`src/rtl/bus_clear_pkg.sv`:
```
package bus_clear_pkg;

  typedef enum logic [2:0] {
    PH_IDLE  = 3'd0,
    PH_LOW   = 3'd1,
    PH_HIGH  = 3'd2,
    PH_SETUP = 3'd3,
    PH_HOLD  = 3'd4,
    PH_REL   = 3'd5
  } phase_t;

  // strobes from control to datapath; line/status fields are the values
  // the datapath registers present for the next cycle
  typedef struct packed {
    logic loadCfg;
    logic clearCnt;
    logic sclLow;
    logic sdaLow;
    logic busy;
    logic done;
  } strobe_t;

endpackage

```
`src/rtl/bus_clear_dp.sv`:
```
module bus_clear_dp #(
  parameter int CNT_W = 16
) (
  input  logic                      clk,
  input  logic                      rstN,
  input  bus_clear_pkg::strobe_t    strb,
  input  logic [CNT_W-1:0]          halfPeriod,
  output logic                      phaseEnd,
  output logic                      sclDriveLow,
  output logic                      sdaDriveLow,
  output logic                      busy,
  output logic                      done
);

  localparam logic [CNT_W-1:0] ONE = CNT_W'(1);

  logic [CNT_W-1:0] halfLatched;
  logic [CNT_W-1:0] tickCnt;

  assign phaseEnd = (tickCnt == (halfLatched - ONE));

  // captured half-period; zero is clamped to one
  always_ff @(posedge clk or negedge rstN) begin
    if (!rstN) begin
      halfLatched <= ONE;
    end else if (strb.loadCfg) begin
      halfLatched <= (halfPeriod == '0) ? ONE : halfPeriod;
    end
  end

  // phase tick counter, saturates at the phase end
  always_ff @(posedge clk or negedge rstN) begin
    if (!rstN) begin
      tickCnt <= '0;
    end else if (strb.clearCnt) begin
      tickCnt <= '0;
    end else if (!phaseEnd) begin
      tickCnt <= tickCnt + ONE;
    end
  end

  // registered line drives and status
  always_ff @(posedge clk or negedge rstN) begin
    if (!rstN) begin
      sclDriveLow <= 1'b0;
      sdaDriveLow <= 1'b0;
      busy        <= 1'b0;
      done        <= 1'b0;
    end else begin
      sclDriveLow <= strb.sclLow;
      sdaDriveLow <= strb.sdaLow;
      busy        <= strb.busy;
      done        <= strb.done;
    end
  end

  // the tick counter never runs past the captured half-period
  p_cnt_bound_r4: assert property (@(posedge clk) disable iff (!rstN)
    busy |-> (tickCnt < halfLatched));

  // the captured half-period is never zero
  p_half_nonzero_r11: assert property (@(posedge clk) disable iff (!rstN)
    halfLatched != '0);

endmodule

```
`src/rtl/bus_clear_ctrl.sv`:
```
module bus_clear_ctrl #(
  parameter int PULSES = 9
) (
  input  logic                      clk,
  input  logic                      rstN,
  input  logic                      startReq,
  input  logic                      sdaIn,
  input  logic                      phaseEnd,
  output bus_clear_pkg::strobe_t    strb
);
  import bus_clear_pkg::*;

  localparam int IDX_W = (PULSES > 1) ? $clog2(PULSES) : 1;
  localparam logic [IDX_W-1:0] LAST_IDX = IDX_W'(PULSES - 1);

  phase_t          state, nextState;
  logic [IDX_W-1:0] pulseIdx;
  logic            incIdx, clrIdx, finish;

  always_comb begin
    nextState     = state;
    incIdx        = 1'b0;
    clrIdx        = 1'b0;
    finish        = 1'b0;
    strb.loadCfg  = 1'b0;
    strb.clearCnt = 1'b0;
    unique case (state)
      PH_IDLE: begin
        if (startReq) begin
          nextState     = PH_LOW;
          strb.loadCfg  = 1'b1;
          strb.clearCnt = 1'b1;
          clrIdx        = 1'b1;
        end
      end
      PH_LOW: begin
        if (phaseEnd) begin
          nextState     = PH_HIGH;
          strb.clearCnt = 1'b1;
        end
      end
      PH_HIGH: begin
        if (phaseEnd) begin
          strb.clearCnt = 1'b1;
          if (pulseIdx == LAST_IDX) begin
            nextState = PH_SETUP;
          end else begin
            nextState = PH_LOW;
            incIdx    = 1'b1;
          end
        end
      end
      PH_SETUP: begin
        if (phaseEnd) begin
          nextState     = PH_HOLD;
          strb.clearCnt = 1'b1;
        end
      end
      PH_HOLD: begin
        if (phaseEnd) begin
          nextState     = PH_REL;
          strb.clearCnt = 1'b1;
        end
      end
      PH_REL: begin
        if (phaseEnd && sdaIn) begin
          nextState = PH_IDLE;
          finish    = 1'b1;
        end
      end
      default: nextState = PH_IDLE;
    endcase
    strb.sclLow = (nextState == PH_LOW) || (nextState == PH_SETUP);
    strb.sdaLow = (nextState == PH_SETUP) || (nextState == PH_HOLD);
    strb.busy   = (nextState != PH_IDLE);
    strb.done   = finish;
  end

  always_ff @(posedge clk or negedge rstN) begin
    if (!rstN) begin
      state    <= PH_IDLE;
      pulseIdx <= '0;
    end else begin
      state <= nextState;
      if (clrIdx) begin
        pulseIdx <= '0;
      end else if (incIdx) begin
        pulseIdx <= pulseIdx + 1'b1;
      end
    end
  end

  // the pulse index never goes past the last pulse
  p_idx_bound_r3: assert property (@(posedge clk) disable iff (!rstN)
    pulseIdx <= LAST_IDX);

  // a low phase is left only when the datapath signals its end
  p_low_holds_r4: assert property (@(posedge clk) disable iff (!rstN)
    (state == PH_LOW && !phaseEnd) |=> (state == PH_LOW));

  // a start request during a run does not return the control to the first pulse
  p_start_ignored_r9: assert property (@(posedge clk) disable iff (!rstN)
    (state == PH_HOLD && startReq && !phaseEnd) |=> (state == PH_HOLD));

endmodule

```
`src/rtl/bus_clear_seq.sv`:
```
module bus_clear_seq #(
  parameter int CNT_W  = 16,
  parameter int PULSES = 9
) (
  input  logic             clk,
  input  logic             rstN,
  input  logic             startReq,
  input  logic             sdaIn,
  input  logic [CNT_W-1:0] halfPeriod,
  output logic             sclDriveLow,
  output logic             sdaDriveLow,
  output logic             busy,
  output logic             done
);
  import bus_clear_pkg::*;

  strobe_t strb;
  logic    phaseEnd;

  bus_clear_ctrl #(.PULSES(PULSES)) u_ctrl (
    .clk      (clk),
    .rstN     (rstN),
    .startReq (startReq),
    .sdaIn    (sdaIn),
    .phaseEnd (phaseEnd),
    .strb     (strb)
  );

  bus_clear_dp #(.CNT_W(CNT_W)) u_dp (
    .clk         (clk),
    .rstN        (rstN),
    .strb        (strb),
    .halfPeriod  (halfPeriod),
    .phaseEnd    (phaseEnd),
    .sclDriveLow (sclDriveLow),
    .sdaDriveLow (sdaDriveLow),
    .busy        (busy),
    .done        (done)
  );

  // when not busy both lines are released
  p_idle_released_r1: assert property (@(posedge clk) disable iff (!rstN)
    !busy |-> (!sclDriveLow && !sdaDriveLow));

  // done lasts one cycle
  p_done_pulse_r8: assert property (@(posedge clk) disable iff (!rstN)
    done |=> !done);

  // busy drops in the done cycle, having been high before it
  p_done_busy_r8: assert property (@(posedge clk) disable iff (!rstN)
    done |-> (!busy && $past(busy)));

  // completion only follows a cycle in which SDA was seen high
  p_done_sda_r7: assert property (@(posedge clk) disable iff (!rstN)
    done |-> $past(sdaIn));

  // SDA is only pulled down while SCL is pulled down
  p_sda_fall_scl_low_r6: assert property (@(posedge clk) disable iff (!rstN)
    $rose(sdaDriveLow) |-> sclDriveLow);

endmodule

```
`config.mk`:
```
export PLATFORM = sky130hd
export DESIGN_NAME = bus_clear_seq
export DESIGN_NICKNAME = d
export VERILOG_FILES = /design/src/rtl/bus_clear_pkg.sv /design/src/rtl/bus_clear_dp.sv /design/src/rtl/bus_clear_ctrl.sv /design/src/rtl/bus_clear_seq.sv
export SDC_FILE = /design/constraint.sdc
export NUM_CORES = 1
export LEC_CHECK = 0
export BUFFER_PORTS_ARGS = -buffer_cell sky130_fd_sc_hd__buf_2
export CAP_MARGIN = 20
export CORE_MARGIN = 2
export CORE_UTILIZATION = 50
export DETAILED_ROUTE_END_ITERATION = 6
export PLACE_DENSITY = 0.68
export SYNTH_ARGS = -nofsm -noshare
export SYNTH_HDL_FRONTEND = slang
export SYNTH_SLANG_ARGS = --single-unit
```
`constraint.sdc`:
```
create_clock -name clk -period 4.79 [get_ports clk]
set_input_delay 0.479 -clock clk [delete_from_list [all_inputs] [get_ports clk]]
set_output_delay 0.479 -clock clk [all_outputs]
set_load 0.02 [all_outputs]
```
==> flow_results.xml, run 1 <==
<?xml version="1.0" encoding="UTF-8"?>
<metrics>
  <group name="timing">
    <metric name="slew-limit-headroom" unit="">0.356</metric>
    <metric name="worst-slew-pin-transition" unit="ns">0.966</metric>
    <metric name="report.final.hold_viol_count" unit="">0</metric>
    <metric name="final-setup-viol-count" unit="">0</metric>
    <metric name="final_max_slew_viol_count" unit="">0</metric>
    <metric name="fmaxAchievable" unit="MHz">275</metric>
    <metric name="finalClockSkew" unit="ns">0.00832</metric>
    <metric name="setup_ws_final" unit="ns">1.15</metric>
    <metric name="fin_tns_setup" unit="ns">0</metric>
    <metric name="post-route-period-util" unit="">0.760</metric>
    <metric name="rsz_0062_raised_after_global_routing" unit="">false</metric>
    <metric name="fin_crit" unit="ns">3.64</metric>
  </group>
  <group name="synthesis">
    <metric name="yosys.cell_types.count" unit="">59</metric>
    <metric name="post_synth.cell_area_avg" unit="µm²">9.41</metric>
    <metric name="synthCells" unit="">300</metric>
    <metric name="synth_fa_ha_area_frac" unit="">0.0177</metric>
    <metric name="synth_edf_count" unit="">0</metric>
    <metric name="post_synth_xor_area_fraction" unit="">0.0589</metric>
    <metric name="yosys_warnings" unit="">0</metric>
    <metric name="portion_of_netlist_area_occupied_by_mux_cells" unit="">0.0700</metric>
    <metric name="synth_nets" unit="">324</metric>
    <metric name="synth_async_sr_flop_share" unit="">1.00</metric>
    <metric name="ys_ff_latch" unit="">43</metric>
    <metric name="synthSimpleGateAreaFrac" unit="">0.252</metric>
    <metric name="mappedNetlistArea" unit="µm²">2820</metric>
    <metric name="synth-main-ff-cell" unit="">sky130_fd_sc_hd__dfrtp_1</metric>
    <metric name="synth_area_in_compound_gates" unit="">0.164</metric>
    <metric name="largest_family_of_logic_cells_by_synthesized_area" unit="">simple AND/OR/NAND/NOR gates</metric>
    <metric name="yosysSeqAreaShare" unit="">0.381</metric>
  </group>
  <group name="cells_and_area">
    <metric name="fin_nets" unit="">337</metric>
    <metric name="sequential_cell_area" unit="µm²">1080</metric>
    <metric name="final_layout_size_suffix_gt1_frac" unit="">0.194</metric>
    <metric name="diodes" unit="">0</metric>
    <metric name="syn2layout_area_growth" unit="%">9.35</metric>
    <metric name="layout.filler_cells" unit="">506</metric>
    <metric name="finish.instance_area" unit="µm²">3090</metric>
    <metric name="area_of_the_multi_input_gates" unit="µm²">1590</metric>
    <metric name="finish.utilization" unit="">0.564</metric>
    <metric name="instances_no_fill" unit="">386</metric>
  </group>
  <group name="clock_network">
    <metric name="clockRootBuffer" unit="">sky130_fd_sc_hd__clkbuf_8</metric>
    <metric name="clkSinkCount" unit="">43</metric>
    <metric name="cts_tree" unit="">built</metric>
    <metric name="cts_resized" unit="">0</metric>
    <metric name="postCtsSetupRepairBufs" unit="">0</metric>
    <metric name="post_cts_hold_buffer_count" unit="">0</metric>
    <metric name="clk_pin_slew_worst_paths" unit="ns">0.08</metric>
    <metric name="clkLatencyLatePin" unit="ns">0.29</metric>
    <metric name="numCtsBuffers" unit="">5</metric>
    <metric name="level_count_of_the_clock_h_tree" unit="">2</metric>
    <metric name="clk_path_buf_depth" unit="">2</metric>
  </group>
  <group name="detailed_routing">
    <metric name="drt_drc_violations_left" unit="">0</metric>
    <metric name="detail_route.wirelength" unit="µm">6180</metric>
    <metric name="avgRoutedWirePerCell" unit="µm">16.0</metric>
    <metric name="drtAntennaViolNets" unit="">0</metric>
    <metric name="number_of_vias_per_cell_after_detailed_routing" unit="">5.92</metric>
    <metric name="drt_iter0_markers" unit="">149</metric>
    <metric name="vias" unit="">2284</metric>
    <metric name="drt_pre_antenna_iters" unit="">4</metric>
  </group>
  <group name="min_path">
    <metric name="worstHoldPathType" unit="">input port to async pin</metric>
  </group>
  <group name="global_route">
    <metric name="grtUsageTotal" unit="">0.216</metric>
    <metric name="first_pass_grt_wire_length" unit="µm">10700</metric>
    <metric name="grt_max_degree" unit="">44</metric>
    <metric name="overflow" unit="">0</metric>
    <metric name="initial_antenna_violation_count" unit="">0</metric>
    <metric name="first_global_vias" unit="">2274</metric>
  </group>
  <group name="place">
    <metric name="place_ws" unit="ns">1.20</metric>
    <metric name="place.gp.congestion" unit="">0.867</metric>
    <metric name="detailed_place_hpwl" unit="µm">4430</metric>
    <metric name="placed_cells" unit="">377</metric>
    <metric name="buffer_ports.inserted" unit="">23</metric>
    <metric name="placed_area" unit="µm²">2930</metric>
  </group>
  <group name="floorplanning">
    <metric name="row_count" unit="">27</metric>
    <metric name="die_width" unit="µm">79.2</metric>
    <metric name="floorplan.io_pins" unit="">24</metric>
    <metric name="die_area" unit="µm²">6260</metric>
    <metric name="initial_core_util" unit="">0.516</metric>
    <metric name="coreArea" unit="µm²">5470</metric>
    <metric name="floorplan.die.height" unit="µm">79.2</metric>
  </group>
  <group name="pwr">
    <metric name="total_switching_power" unit="µW">661</metric>
    <metric name="power-per-cell-area" unit="nW/µm²">526</metric>
    <metric name="clockPowerShare" unit="">0.205</metric>
    <metric name="p_comb_frac" unit="">0.399</metric>
    <metric name="power.share.switching" unit="">0.407</metric>
    <metric name="power_report.internal_total" unit="µW">964</metric>
    <metric name="vdd.ir_drop.worst" unit="V">0.000318</metric>
    <metric name="total_leakage_power" unit="nW">1.27</metric>
    <metric name="p_seq_frac" unit="">0.396</metric>
  </group>
  <group name="status">
    <metric name="status" unit="">finished clean</metric>
  </group>
  <group name="worst_setup_path">
    <metric name="startpoint_type" unit="">flip-flop</metric>
    <metric name="worst-endpoint-required" unit="ns">4.97</metric>
    <metric name="crit_path_end_kind" unit="">flip-flop</metric>
    <metric name="crit_arrival" unit="ns">3.82</metric>
    <metric name="worstPathMaxFanout" unit="">9</metric>
    <metric name="worst-setup-path-type" unit="">flip-flop to flip-flop</metric>
  </group>
  <group name="job">
    <metric name="drv_cap" unit="">0</metric>
  </group>
</metrics>
==> synthesized netlist by cell type (3+ instances only) <==
cell,instances,area share
sky130_fd_sc_hd__a211oi_1,4,0.011
sky130_fd_sc_hd__a21oi_1,18,0.032
sky130_fd_sc_hd__a31oi_1,5,0.011
sky130_fd_sc_hd__and3b_1,4,0.012
sky130_fd_sc_hd__and4_1,3,0.0093
sky130_fd_sc_hd__buf_2,3,0.0053
sky130_fd_sc_hd__clkbuf_1,11,0.015
sky130_fd_sc_hd__dfrtp_1,42,0.37
sky130_fd_sc_hd__ha_1,4,0.018
sky130_fd_sc_hd__inv_1,13,0.017
sky130_fd_sc_hd__mux2_2,13,0.052
sky130_fd_sc_hd__mux2i_1,4,0.014
sky130_fd_sc_hd__nand2_1,12,0.016
sky130_fd_sc_hd__nand2b_1,5,0.011
sky130_fd_sc_hd__nand3_1,7,0.012
sky130_fd_sc_hd__nand4_1,8,0.018
sky130_fd_sc_hd__nor2_1,17,0.023
sky130_fd_sc_hd__nor2b_1,6,0.013
sky130_fd_sc_hd__nor3_1,9,0.016
sky130_fd_sc_hd__nor4_1,8,0.018
sky130_fd_sc_hd__o211ai_2,3,0.013
sky130_fd_sc_hd__o21ai_0,8,0.014
sky130_fd_sc_hd__o31ai_1,8,0.021
sky130_fd_sc_hd__or3_1,10,0.022
sky130_fd_sc_hd__or4_1,10,0.027
sky130_fd_sc_hd__xnor2_1,10,0.031
sky130_fd_sc_hd__xor2_1,9,0.028
==> placed cells by master (no fill, tap or decap), types with 6 or more instances in the layout <==
cell,Yosys,final
sky130_fd_sc_hd__nor2_1,17,17
sky130_fd_sc_hd__dfrtp_1,42,42
sky130_fd_sc_hd__buf_2,3,23
sky130_fd_sc_hd__nor3_1,9,9
sky130_fd_sc_hd__xor2_1,9,9
sky130_fd_sc_hd__o21ai_0,8,8
sky130_fd_sc_hd__nand4_1,8,8
sky130_fd_sc_hd__o31ai_1,8,8
sky130_fd_sc_hd__nand2_1,12,12
sky130_fd_sc_hd__nand3_1,7,7
sky130_fd_sc_hd__or3_1,10,10
sky130_fd_sc_hd__inv_1,13,13
sky130_fd_sc_hd__mux2_2,13,13
sky130_fd_sc_hd__nor2b_1,6,6
sky130_fd_sc_hd__or4_1,10,10
sky130_fd_sc_hd__xnor2_1,10,10
sky130_fd_sc_hd__a21oi_1,18,18
sky130_fd_sc_hd__nor4_1,8,8
==> area by class of cell <==
cell class              instances  area share
inverters                      13      0.0158
clock buffers                   6      0.0235
multi-input cells             225       0.515
clock inverters                 2      0.0194
flip-flops and latches         43       0.349
repair buffers                 25      0.0486
well taps                      72      0.0292
==> cells by family (layout without fill, tap and decap cells) <==
family                     Yosys count  in the layout
AOI/OAI and AO/OA                   68             68
muxes                               18             18
buffers and inverters               32             46
xor gates and xnor gates            19             19
and+or+nand+nor                    116            116
adders and majority gates            4              4
DFF                                 43             43
==> critical path, cell delays in order (launching register included) <==
cell                       delay [ns]
sky130_fd_sc_hd__dfrtp_1         0.46
sky130_fd_sc_hd__or4_4           0.63
sky130_fd_sc_hd__or4_4           0.56
sky130_fd_sc_hd__o211ai_2        0.18
sky130_fd_sc_hd__o211ai_2        0.13
sky130_fd_sc_hd__nor4_4          0.54
sky130_fd_sc_hd__buf_4           0.25
sky130_fd_sc_hd__nand4_2         0.14
sky130_fd_sc_hd__nor3_1          0.28
sky130_fd_sc_hd__mux2_1          0.35
==> metrics by stage <==
stage | power (mW) | hold slack, ns
4_1_cts | 1.63 | 0.367
5_1_grt | 1.75 | 0.185
6_report | 1.62 | 0.156
3_3_place_gp | 1.27 | 0.504
2_1_floorplan | 1.15 | 0.183
3_5_place_dp | 1.29 | 0.516
==> flip-flops by register name (all words and copies together), names as in the netlist <==
signal,count
u_dp.halfLatched,16
u_dp.tickCnt,16
u_ctrl.pulseIdx,4
u_ctrl.state,3
u_dp.busy,1
u_dp.done,1
u_dp.sclDriveLow,1
u_dp.sdaDriveLow,1
==> final timing paths <==
| kind | from | to | slack (ns) | depth (start not counted) |
|---|---|---|---|---|
| worst max-delay path | u_dp.halfLatched[3] | u_ctrl.pulseIdx[3] | 1.15 | 9 |
| worst min-delay path | rstN | u_dp.halfLatched[7] | 0.16 | 1 |
| worst max register to register | u_dp.halfLatched[3] | u_ctrl.pulseIdx[3] | 1.15 | 9 |
| worst min register to register | u_ctrl.pulseIdx[2] | u_ctrl.pulseIdx[2] | 0.52 | 1 |
| max in group asynchronous | rstN | u_dp.tickCnt[15] | 4.14 | 2 |
| min in group clk | halfPeriod[1] | u_dp.halfLatched[1] | 0.41 | 3 |
==> routing by layer <==
metal / vias up / share of wire / track usage
li1: 1139 / - / -
met1: 1113 / 0.48 / 0.289
met2: 25 / 0.49 / 0.358
met3: 7 / 0.022 / 0.0352
met4: 0 / 0.012 / 0.0655
met5: - / 0 / 0
==> power by group through the flow <==
stage	logic (mW)	clock network (mW)	registers, mW
after floorplan	0.579	0	0.570
after global placement	0.623	0	0.646
after detailed placement	0.640	0	0.649
after CTS	0.643	0.340	0.643
after global routing	0.731	0.358	0.665
final	0.648	0.333	0.644
Power figures use the tool's default switching activity.
==> run 2, diff against run 1 <==
--- a/config.mk
+++ b/config.mk
@@ -5,12 +5,13 @@
 export SDC_FILE = /design/constraint.sdc
 export NUM_CORES = 1
 export LEC_CHECK = 0
+export ABC_AREA = 1
 export BUFFER_PORTS_ARGS = -buffer_cell sky130_fd_sc_hd__buf_2
 export CAP_MARGIN = 20
 export CORE_MARGIN = 2
 export CORE_UTILIZATION = 50
 export DETAILED_ROUTE_END_ITERATION = 6
-export PLACE_DENSITY = 0.68
+export PLACE_DENSITY = 0.67
 export SYNTH_ARGS = -nofsm -noshare
 export SYNTH_HDL_FRONTEND = slang
 export SYNTH_SLANG_ARGS = --single-unit
==> constraint.sdc (replaced) <==
create_clock -name clk -period 3.36 [get_ports clk]
set_input_delay 0.336 -clock clk [delete_from_list [all_inputs] [get_ports clk]]
set_output_delay 0.336 -clock clk [all_outputs]
set_load 0.02 [all_outputs]
==> run 2 against run 1 <==
  * Fmax increased by 38%
  * Largest power group unchanged
  * Largest cell class unchanged
  * Critical path depth grew 7
  * Combinational power increased by 84%
  * Sequential cell count unchanged
  * Utilization is essentially flat
  * Critical endpoint is now u_dp.tickCnt[11]
==> flow_results.xml, run 2 <==
<?xml version="1.0" encoding="UTF-8"?>
<metrics>
  <group name="timing">
    <metric name="slew-limit-headroom" unit="">0.732</metric>
    <metric name="rsz_0062_raised_after_global_routing" unit="">false</metric>
    <metric name="finalClockSkew" unit="ns">0.00478</metric>
    <metric name="setup_ws_final" unit="ns">0.723</metric>
    <metric name="post-route-period-util" unit="">0.785</metric>
    <metric name="final_max_slew_viol_count" unit="">0</metric>
    <metric name="fin_tns_setup" unit="ns">0</metric>
    <metric name="hold-worst-slack" unit="ns">0.244</metric>
    <metric name="fin_crit" unit="ns">2.64</metric>
    <metric name="worst-slew-pin-transition" unit="ns">0.398</metric>
    <metric name="fmaxAchievable" unit="MHz">379</metric>
    <metric name="final-setup-viol-count" unit="">0</metric>
    <metric name="report.final.hold_viol_count" unit="">0</metric>
  </group>
  <group name="synthesis">
    <metric name="ys_ff_latch" unit="">43</metric>
    <metric name="netlist_top_cells_area" unit="">sky130_fd_sc_hd__dfrtp_1 35%, sky130_fd_sc_hd__nand2_1 16%, sky130_fd_sc_hd__nand3_1 8.6%</metric>
    <metric name="synth_nets" unit="">454</metric>
    <metric name="yosys.cell_types.count" unit="">31</metric>
    <metric name="post_synth.cell_area_avg" unit="µm²">6.92</metric>
    <metric name="netlist.area_leader.share" unit="">0.353</metric>
    <metric name="synthCells" unit="">430</metric>
    <metric name="mappedNetlistArea" unit="µm²">2980</metric>
    <metric name="synthMostInstantiatedCell" unit="">sky130_fd_sc_hd__nand2_1</metric>
    <metric name="synth-main-ff-cell" unit="">sky130_fd_sc_hd__dfrtp_1</metric>
    <metric name="synth_async_sr_flop_share" unit="">1.00</metric>
    <metric name="synthDominantAreaCellType" unit="">sky130_fd_sc_hd__dfrtp_1</metric>
    <metric name="yosys_warnings" unit="">0</metric>
    <metric name="synth_edf_count" unit="">0</metric>
    <metric name="yosysSeqAreaShare" unit="">0.362</metric>
    <metric name="synth_common_cells" unit="">129 x sky130_fd_sc_hd__nand2_1, 51 x sky130_fd_sc_hd__nand3_1, 44 x sky130_fd_sc_hd__inv_1, 44 x sky130_fd_sc_hd__nor2_1, 42 x sky130_fd_sc_hd__dfrtp_1</metric>
  </group>
  <group name="pwr">
    <metric name="clockPowerShare" unit="">0.156</metric>
    <metric name="vdd.ir_drop.worst" unit="V">0.000464</metric>
    <metric name="power_report.internal_total" unit="mW">1.27</metric>
    <metric name="p_comb_frac" unit="">0.491</metric>
    <metric name="total_switching_power" unit="mW">1.16</metric>
    <metric name="total_leakage_power" unit="nW">1.62</metric>
    <metric name="p_seq_frac" unit="">0.353</metric>
    <metric name="power-per-cell-area" unit="nW/µm²">736</metric>
    <metric name="power.share.switching" unit="">0.479</metric>
  </group>
  <group name="worst_setup_path">
    <metric name="critical_path.cell_chain" unit="">inv_2 -&gt; ha_1 -&gt; nand2_2 -&gt; nor2_4 -&gt; nand2_1 -&gt; nand2_1 -&gt; nand2_1 -&gt; nand3_1 -&gt; nor2_1 -&gt; nand2_1 -&gt; nor2_4 -&gt; nand2_1 -&gt; nand2_2 -&gt; inv_2 -&gt; nand3_1 -&gt; o31ai_1</metric>
    <metric name="critPathTopFamily" unit="">simple AND/OR/NAND/NOR gates</metric>
    <metric name="regToRegStartpoint" unit="">u_dp.halfLatched[0]</metric>
    <metric name="crit_slowest_cell" unit="">sky130_fd_sc_hd__dfstp_2</metric>
    <metric name="crit_start" unit="">u_dp.halfLatched[0]</metric>
    <metric name="crit_path_end_kind" unit="">flip-flop</metric>
    <metric name="critical_path.most_common_cell" unit="">sky130_fd_sc_hd__nand2_1</metric>
    <metric name="crit_arrival" unit="ns">2.82</metric>
    <metric name="worstPathMaxFanout" unit="">14</metric>
    <metric name="crit_path_max_incr_delay" unit="ns">0.56</metric>
    <metric name="worst-endpoint-required" unit="ns">3.54</metric>
    <metric name="worstPathBufferInverterCount" unit="">2</metric>
    <metric name="worst-setup-path-type" unit="">flip-flop to flip-flop</metric>
    <metric name="startpoint_type" unit="">flip-flop</metric>
  </group>
  <group name="detailed_routing">
    <metric name="topRoutingLayerUsed" unit="">met4</metric>
    <metric name="met2RoutedLength" unit="µm">3350</metric>
    <metric name="met3_wirelength" unit="µm">222</metric>
    <metric name="drt_drc_violations_left" unit="">0</metric>
    <metric name="number_of_vias_per_cell_after_detailed_routing" unit="">5.28</metric>
    <metric name="detail_route.wirelength" unit="µm">7180</metric>
    <metric name="avgRoutedWirePerCell" unit="µm">13.5</metric>
    <metric name="drtAntennaViolNets" unit="">0</metric>
    <metric name="drt_pre_antenna_iters" unit="">4</metric>
    <metric name="vias" unit="">2817</metric>
    <metric name="drt-met1-wl" unit="µm">3500</metric>
    <metric name="drt_iter0_markers" unit="">219</metric>
  </group>
  <group name="global_route">
    <metric name="first_global_vias" unit="">2610</metric>
    <metric name="grt_max_degree" unit="">44</metric>
    <metric name="initial_antenna_violation_count" unit="">0</metric>
    <metric name="first_pass_grt_wire_length" unit="µm">12100</metric>
    <metric name="overflow" unit="">0</metric>
    <metric name="grtUsageTotal" unit="">0.240</metric>
  </group>
  <group name="floorplanning">
    <metric name="initial_core_util" unit="">0.509</metric>
    <metric name="floorplan.io_pins" unit="">24</metric>
    <metric name="coreArea" unit="µm²">5850</metric>
    <metric name="row_count" unit="">28</metric>
    <metric name="die_width" unit="µm">81.1</metric>
    <metric name="die_area" unit="µm²">6580</metric>
    <metric name="floorplan.die.height" unit="µm">81.1</metric>
  </group>
  <group name="cells_and_area">
    <metric name="fin_nets" unit="">482</metric>
    <metric name="diodes" unit="">0</metric>
    <metric name="layout_commonest_cell" unit="">sky130_fd_sc_hd__nand2_1</metric>
    <metric name="layout.filler_cells" unit="">573</metric>
    <metric name="instances_no_fill" unit="">534</metric>
    <metric name="layout_top_registers" unit="">u_dp.halfLatched x16, u_dp.tickCnt x16, u_ctrl.pulseIdx x4</metric>
    <metric name="layout.cells.most_common_list" unit="">129 x sky130_fd_sc_hd__nand2_1, 51 x sky130_fd_sc_hd__nand3_1, 44 x sky130_fd_sc_hd__inv_1, 44 x sky130_fd_sc_hd__nor2_1, 42 x sky130_fd_sc_hd__dfrtp_1</metric>
    <metric name="final_layout_size_suffix_gt1_frac" unit="">0.129</metric>
    <metric name="syn2layout_area_growth" unit="%">10.9</metric>
  </group>
  <group name="clock_network">
    <metric name="clk_pin_slew_worst_paths" unit="ns">0.09</metric>
    <metric name="clkSinkCount" unit="">43</metric>
    <metric name="clk_path_buf_depth" unit="">2</metric>
    <metric name="clockRootBuffer" unit="">sky130_fd_sc_hd__clkbuf_8</metric>
    <metric name="numCtsBuffers" unit="">5</metric>
    <metric name="cts_tree" unit="">built</metric>
    <metric name="clkLatencyLatePin" unit="ns">0.30</metric>
    <metric name="level_count_of_the_clock_h_tree" unit="">2</metric>
    <metric name="postCtsSetupRepairBufs" unit="">0</metric>
  </group>
  <group name="place">
    <metric name="buffer_ports.inserted" unit="">23</metric>
    <metric name="place.gp.congestion" unit="">0.854</metric>
    <metric name="placed_cells" unit="">524</metric>
    <metric name="place_ws" unit="ns">0.783</metric>
    <metric name="detailed_place_hpwl" unit="µm">5490</metric>
  </group>
  <group name="job">
    <metric name="drv_cap" unit="">0</metric>
  </group>
  <group name="min_path">
    <metric name="timing.hold.worst.start" unit="">halfPeriod[12]</metric>
    <metric name="worstHoldPathType" unit="">input port to flip-flop</metric>
  </group>
  <group name="status">
    <metric name="status" unit="">finished clean</metric>
  </group>
</metrics>
-- run 2: layer usage --
metal | up-vias | track usage
li1 | 1448 | -
met1 | 1313 | 0.315
met2 | 47 | 0.407
met3 | 9 | 0.0433
met4 | 0 | 0.0661
met5 | - | 0
-- run 2: stage by stage --
step / total power [mW] / area (µm²) / utilization
detailed placement: 2.04 / 3170 / 0.542
floorplan: 1.75 / 2980 / -
finish: 2.43 / 3300 / 0.564
CTS: 2.42 / 3270 / 0.559
global route: 2.64 / 3300 / 0.564
global placement: 2.03 / 3170 / 0.542
-- run 2: power groups by stage --
stage	clock network (mW)	registers (mW)	logic (mW)
after global placement	0	0.863	1.16
after global routing	0.404	0.877	1.36
after floorplan	0	0.834	0.918
after CTS	0.382	0.854	1.19
final	0.379	0.858	1.19
after detailed placement	0	0.864	1.18
-- run 2: kinds of logic (layout without fill, tap and decap cells) --
kind of cell	count (synthesis)	in the layout	synth area share
AO/OA/AOI/OAI	31	31	0.0639
XOR/XNOR	24	24	0.0707
adder cells (fa/ha/maj)	4	4	0.0168
buffers and inverters	57	86	0.0757
flip-flops	43	43	0.362
AND/OR/NAND/NOR	271	271	0.411
-- run 2: worst paths after layout --
path / slack, ns / to / cells past startpoint
min: 0.24 / u_dp.halfLatched[12] / 3
max in group asynchronous: 2.36 / u_dp.halfLatched[0] / 3
max reg2reg: 0.72 / u_dp.tickCnt[11] / 16
max: 0.72 / u_dp.tickCnt[11] / 16
min reg2reg: 0.50 / u_dp.halfLatched[15] / 2
min in group asynchronous: 0.47 / u_dp.halfLatched[6] / 2
-- run 2: worst register-to-register path, stage by stage (launching register included) --
cell	delay, ns
sky130_fd_sc_hd__dfstp_2	0.56
sky130_fd_sc_hd__inv_2	0.07
sky130_fd_sc_hd__ha_1	0.25
sky130_fd_sc_hd__nand2_2	0.13
sky130_fd_sc_hd__nor2_4	0.07
sky130_fd_sc_hd__nand2_1	0.06
sky130_fd_sc_hd__nand2_1	0.04
sky130_fd_sc_hd__nand2_1	0.14
sky130_fd_sc_hd__nand3_1	0.09
sky130_fd_sc_hd__nor2_1	0.12
sky130_fd_sc_hd__nand2_1	0.11
sky130_fd_sc_hd__nor2_4	0.18
sky130_fd_sc_hd__nand2_1	0.09
sky130_fd_sc_hd__nand2_2	0.26
sky130_fd_sc_hd__inv_2	0.19
sky130_fd_sc_hd__nand3_1	0.10
sky130_fd_sc_hd__o31ai_1	0.08
-- run 2: area by class of cell --
class | count | area [µm²] | share of cell area
multi-input cells | 330 | 1670 | 0.507
flip-flops and latches | 43 | 1080 | 0.327
inverters | 50 | 188 | 0.0569
repair buffers | 28 | 168 | 0.0508
clock buffers | 8 | 100 | 0.0303
well taps | 75 | 93.8 | 0.0284
-- run 2: timing repair --
action,CTS,global route
hold buffers,0,1
resized for setup,0,0
hold endpoints to repair,0,12
==> run 3, diff against run 2 <==
--- a/config.mk
+++ b/config.mk
@@ -5,13 +5,13 @@
 export SDC_FILE = /design/constraint.sdc
 export NUM_CORES = 1
 export LEC_CHECK = 0
-export ABC_AREA = 1
+export ABC_AREA = 0
 export BUFFER_PORTS_ARGS = -buffer_cell sky130_fd_sc_hd__buf_2
 export CAP_MARGIN = 20
 export CORE_MARGIN = 2
 export CORE_UTILIZATION = 50
 export DETAILED_ROUTE_END_ITERATION = 6
-export PLACE_DENSITY = 0.67
+export PLACE_DENSITY = 0.68
 export SYNTH_ARGS = -nofsm -noshare
 export SYNTH_HDL_FRONTEND = slang
 export SYNTH_SLANG_ARGS = --single-unit
==> constraint.sdc (replaced) <==
create_clock -name clk -period 2.7 [get_ports clk]
set_input_delay 0.27 -clock clk [delete_from_list [all_inputs] [get_ports clk]]
set_output_delay 0.27 -clock clk [all_outputs]
set_load 0.02 [all_outputs]
==> run 3 against run 2 <==
  * The run now ends with setup timing left
  * Sequential cell count unchanged
  * First-iteration DRC count down 31%
  * Clock skew rose by 0.00084 ns
  * Combinational power rose by 45%
  * Sequential power up 19%
  * Setup slack worse by 0.99 ns
  * Critical path type unchanged
  * Critical endpoint is now u_dp.tickCnt[12]
  * Largest power group unchanged
  * Highest routed layer unchanged
==> flow_results.xml, run 3 (synthesis results as in run 1) <==
<?xml version="1.0" encoding="UTF-8"?>
<metrics>
  <group name="status">
    <metric name="status" unit="">complete, but fails checks</metric>
    <metric name="failed_checks" unit="">setup timing</metric>
  </group>
  <group name="pwr">
    <metric name="power.share.switching" unit="">0.413</metric>
    <metric name="vdd.ir_drop.worst" unit="V">0.000546</metric>
    <metric name="power-per-cell-area" unit="nW/µm²">912</metric>
    <metric name="clockPowerShare" unit="">0.127</metric>
    <metric name="p_seq_frac" unit="">0.324</metric>
    <metric name="total_switching_power" unit="mW">1.30</metric>
    <metric name="total_leakage_power" unit="nW">1.48</metric>
    <metric name="p_comb_frac" unit="">0.549</metric>
    <metric name="power_report.internal_total" unit="mW">1.85</metric>
  </group>
  <group name="timing">
    <metric name="finalClockSkew" unit="ns">0.00562</metric>
    <metric name="report.final.hold_viol_count" unit="">0</metric>
    <metric name="fin_crit" unit="ns">2.96</metric>
    <metric name="fmaxAchievable" unit="MHz">337</metric>
    <metric name="final_max_slew_viol_count" unit="">0</metric>
    <metric name="post-route-period-util" unit="">1.10</metric>
    <metric name="worst-slew-pin-transition" unit="ns">0.481</metric>
    <metric name="hold-worst-slack" unit="ns">0.202</metric>
    <metric name="rsz_0062_raised_after_global_routing" unit="">true</metric>
    <metric name="final-setup-viol-count" unit="">26</metric>
    <metric name="setup_ws_final" unit="ns">-0.264</metric>
    <metric name="slew-limit-headroom" unit="">0.679</metric>
  </group>
  <group name="clock_network">
    <metric name="clkLatencyLatePin" unit="ns">0.30</metric>
    <metric name="cts_tree" unit="">built</metric>
    <metric name="clk_path_buf_depth" unit="">2</metric>
    <metric name="numCtsBuffers" unit="">5</metric>
    <metric name="clockRootBuffer" unit="">sky130_fd_sc_hd__clkbuf_8</metric>
    <metric name="level_count_of_the_clock_h_tree" unit="">2</metric>
    <metric name="clkSinkCount" unit="">43</metric>
    <metric name="clk_pin_slew_worst_paths" unit="ns">0.08</metric>
  </group>
  <group name="detailed_routing">
    <metric name="avgRoutedWirePerCell" unit="µm">16.2</metric>
    <metric name="detail_route.wirelength" unit="µm">6930</metric>
    <metric name="drt_iter0_markers" unit="">152</metric>
    <metric name="drt_drc_violations_left" unit="">0</metric>
    <metric name="vias" unit="">2501</metric>
    <metric name="number_of_vias_per_cell_after_detailed_routing" unit="">5.86</metric>
    <metric name="drtAntennaViolNets" unit="">0</metric>
    <metric name="drt_pre_antenna_iters" unit="">4</metric>
  </group>
  <group name="cells_and_area">
    <metric name="diodes" unit="">0</metric>
    <metric name="layout_commonest_cell" unit="">sky130_fd_sc_hd__dfrtp_1</metric>
    <metric name="instances_no_fill" unit="">427</metric>
    <metric name="layout.cells.most_common_list" unit="">42 x sky130_fd_sc_hd__dfrtp_1, 36 x sky130_fd_sc_hd__buf_4, 24 x sky130_fd_sc_hd__buf_2</metric>
    <metric name="finish.utilization" unit="">0.631</metric>
    <metric name="syn2layout_area_growth" unit="%">22.3</metric>
    <metric name="final_layout_size_suffix_gt1_frac" unit="">0.330</metric>
    <metric name="sequential_cell_area" unit="µm²">1080</metric>
    <metric name="layout_top_registers" unit="">u_dp.halfLatched x16, u_dp.tickCnt x16, u_ctrl.pulseIdx x4</metric>
    <metric name="area_of_the_multi_input_gates" unit="µm²">1690</metric>
    <metric name="fin_nets" unit="">378</metric>
    <metric name="layout.filler_cells" unit="">479</metric>
  </group>
  <group name="worst_setup_path">
    <metric name="critical_path.most_common_cell" unit="">sky130_fd_sc_hd__or4_4</metric>
    <metric name="critPathTopFamily" unit="">simple AND/OR/NAND/NOR gates</metric>
    <metric name="critical_path.cell_chain" unit="">or4_4 -&gt; or4_4 -&gt; xor2_2 -&gt; o211ai_2 -&gt; nor4_4 -&gt; buf_4 -&gt; buf_6 -&gt; a31o_2 -&gt; or3_4 -&gt; a21oi_2</metric>
    <metric name="critical_path_cell_count" unit="">10</metric>
    <metric name="crit_path_max_incr_delay" unit="ns">0.56</metric>
    <metric name="startpoint_type" unit="">flip-flop</metric>
    <metric name="reg2regPathDepth" unit="">10</metric>
    <metric name="worst-endpoint-required" unit="ns">2.93</metric>
    <metric name="crit_arrival" unit="ns">3.19</metric>
    <metric name="worst-setup-path-type" unit="">flip-flop to flip-flop</metric>
    <metric name="crit_slowest_cell" unit="">sky130_fd_sc_hd__or4_4</metric>
    <metric name="worstPathBufferInverterCount" unit="">2</metric>
    <metric name="worstPathMaxFanout" unit="">6</metric>
    <metric name="crit_path_end_kind" unit="">flip-flop</metric>
  </group>
  <group name="global_route">
    <metric name="initial_antenna_violation_count" unit="">0</metric>
    <metric name="grtUsageTotal" unit="">0.233</metric>
    <metric name="overflow" unit="">0</metric>
    <metric name="first_pass_grt_wire_length" unit="µm">11400</metric>
    <metric name="grt_max_degree" unit="">44</metric>
    <metric name="first_global_vias" unit="">2392</metric>
  </group>
  <group name="place">
    <metric name="place.gp.congestion" unit="">0.845</metric>
    <metric name="buffer_ports.inserted" unit="">23</metric>
    <metric name="detailed_place_hpwl" unit="µm">4950</metric>
    <metric name="placed_cells" unit="">412</metric>
    <metric name="place_ws" unit="ns">-0.217</metric>
  </group>
  <group name="floorplanning">
    <metric name="coreArea" unit="µm²">5470</metric>
    <metric name="die_area" unit="µm²">6260</metric>
    <metric name="floorplan.die.height" unit="µm">79.2</metric>
    <metric name="initial_core_util" unit="">0.516</metric>
    <metric name="die_width" unit="µm">79.2</metric>
    <metric name="row_count" unit="">27</metric>
    <metric name="floorplan.io_pins" unit="">24</metric>
  </group>
  <group name="min_path">
    <metric name="holdPathStages" unit="">3</metric>
    <metric name="worstHoldPathType" unit="">input port to flip-flop</metric>
  </group>
  <group name="job">
    <metric name="drv_cap" unit="">0</metric>
  </group>
</metrics>
==> run 3: final timing paths <==
| kind | startpoint | endpoint | slack [ns] |
|---|---|---|---|
| max | u_dp.halfLatched[3] | u_dp.tickCnt[12] | -0.26 |
| min | halfPeriod[3] | u_dp.halfLatched[3] | 0.20 |
| max reg2reg | u_dp.halfLatched[3] | u_dp.tickCnt[12] | -0.26 |
| min reg2reg | u_ctrl.pulseIdx[2] | u_ctrl.pulseIdx[2] | 0.52 |
| max in group asynchronous | rstN | u_dp.halfLatched[0] | 1.88 |
| min in group asynchronous | rstN | u_dp.halfLatched[4] | 0.34 |
==> run 3: cell type report <==
class                      instances  share of cell area
clock buffer                       7              0.0221
clock inverter                     1             0.00145
inverter                          13              0.0141
multi-input combinational        226               0.490
sequential                        43               0.312
tap                               72              0.0261
timing repair buffer              65               0.134
==> run 3: routing by layer <==
layer,GRT usage,wire length [µm],vias to the layer above
met5,0,0,-
met2,0.401,3470,50
met1,0.302,3090,1221
met3,0.0375,264,7
met4,0.0690,102,0
li1,-,-,1223
==> run 3: per-stage QoR <==
step	cell area (µm²)	total power, mW	TNS (ns)
6_report	3450	3.15	-4.41
5_1_grt	3450	3.40	-7.76
4_1_cts	3300	3.10	-4.96
3_5_place_dp	3220	2.70	-3.86
3_3_place_gp	3220	2.65	-3.34
2_1_floorplan	2850	2.07	-4.30
==> run 3: power groups by stage <==
stage | sequential, mW | clock, mW | combinational, mW
after floorplan | 1.01 | 0 | 1.06
after global placement | 1.03 | 0 | 1.63
after detailed placement | 1.03 | 0 | 1.67
after CTS | 1.02 | 0.408 | 1.68
after global routing | 1.06 | 0.436 | 1.91
final | 1.02 | 0.399 | 1.73
==> run 3: timing repair <==
action	in CTS	in global routing
resized for setup	0	17
hold buffers	0	1
endpoints found under the hold margin	0	3
endpoints found under the setup margin	27	27
buffers inserted	0	3
pin swaps	0	2
cloned	0	2
==> run 3: worst register-to-register path, cell delays in order, from the launching register on <==
cell                       delay (ns)
sky130_fd_sc_hd__dfrtp_1         0.39
sky130_fd_sc_hd__or4_4           0.57
sky130_fd_sc_hd__or4_4           0.53
sky130_fd_sc_hd__xor2_2          0.16
sky130_fd_sc_hd__o211ai_2        0.21
sky130_fd_sc_hd__nor4_4          0.06
sky130_fd_sc_hd__buf_4           0.16
sky130_fd_sc_hd__buf_6           0.13
sky130_fd_sc_hd__a31o_2          0.22
sky130_fd_sc_hd__or3_4           0.33
sky130_fd_sc_hd__a21oi_2         0.13
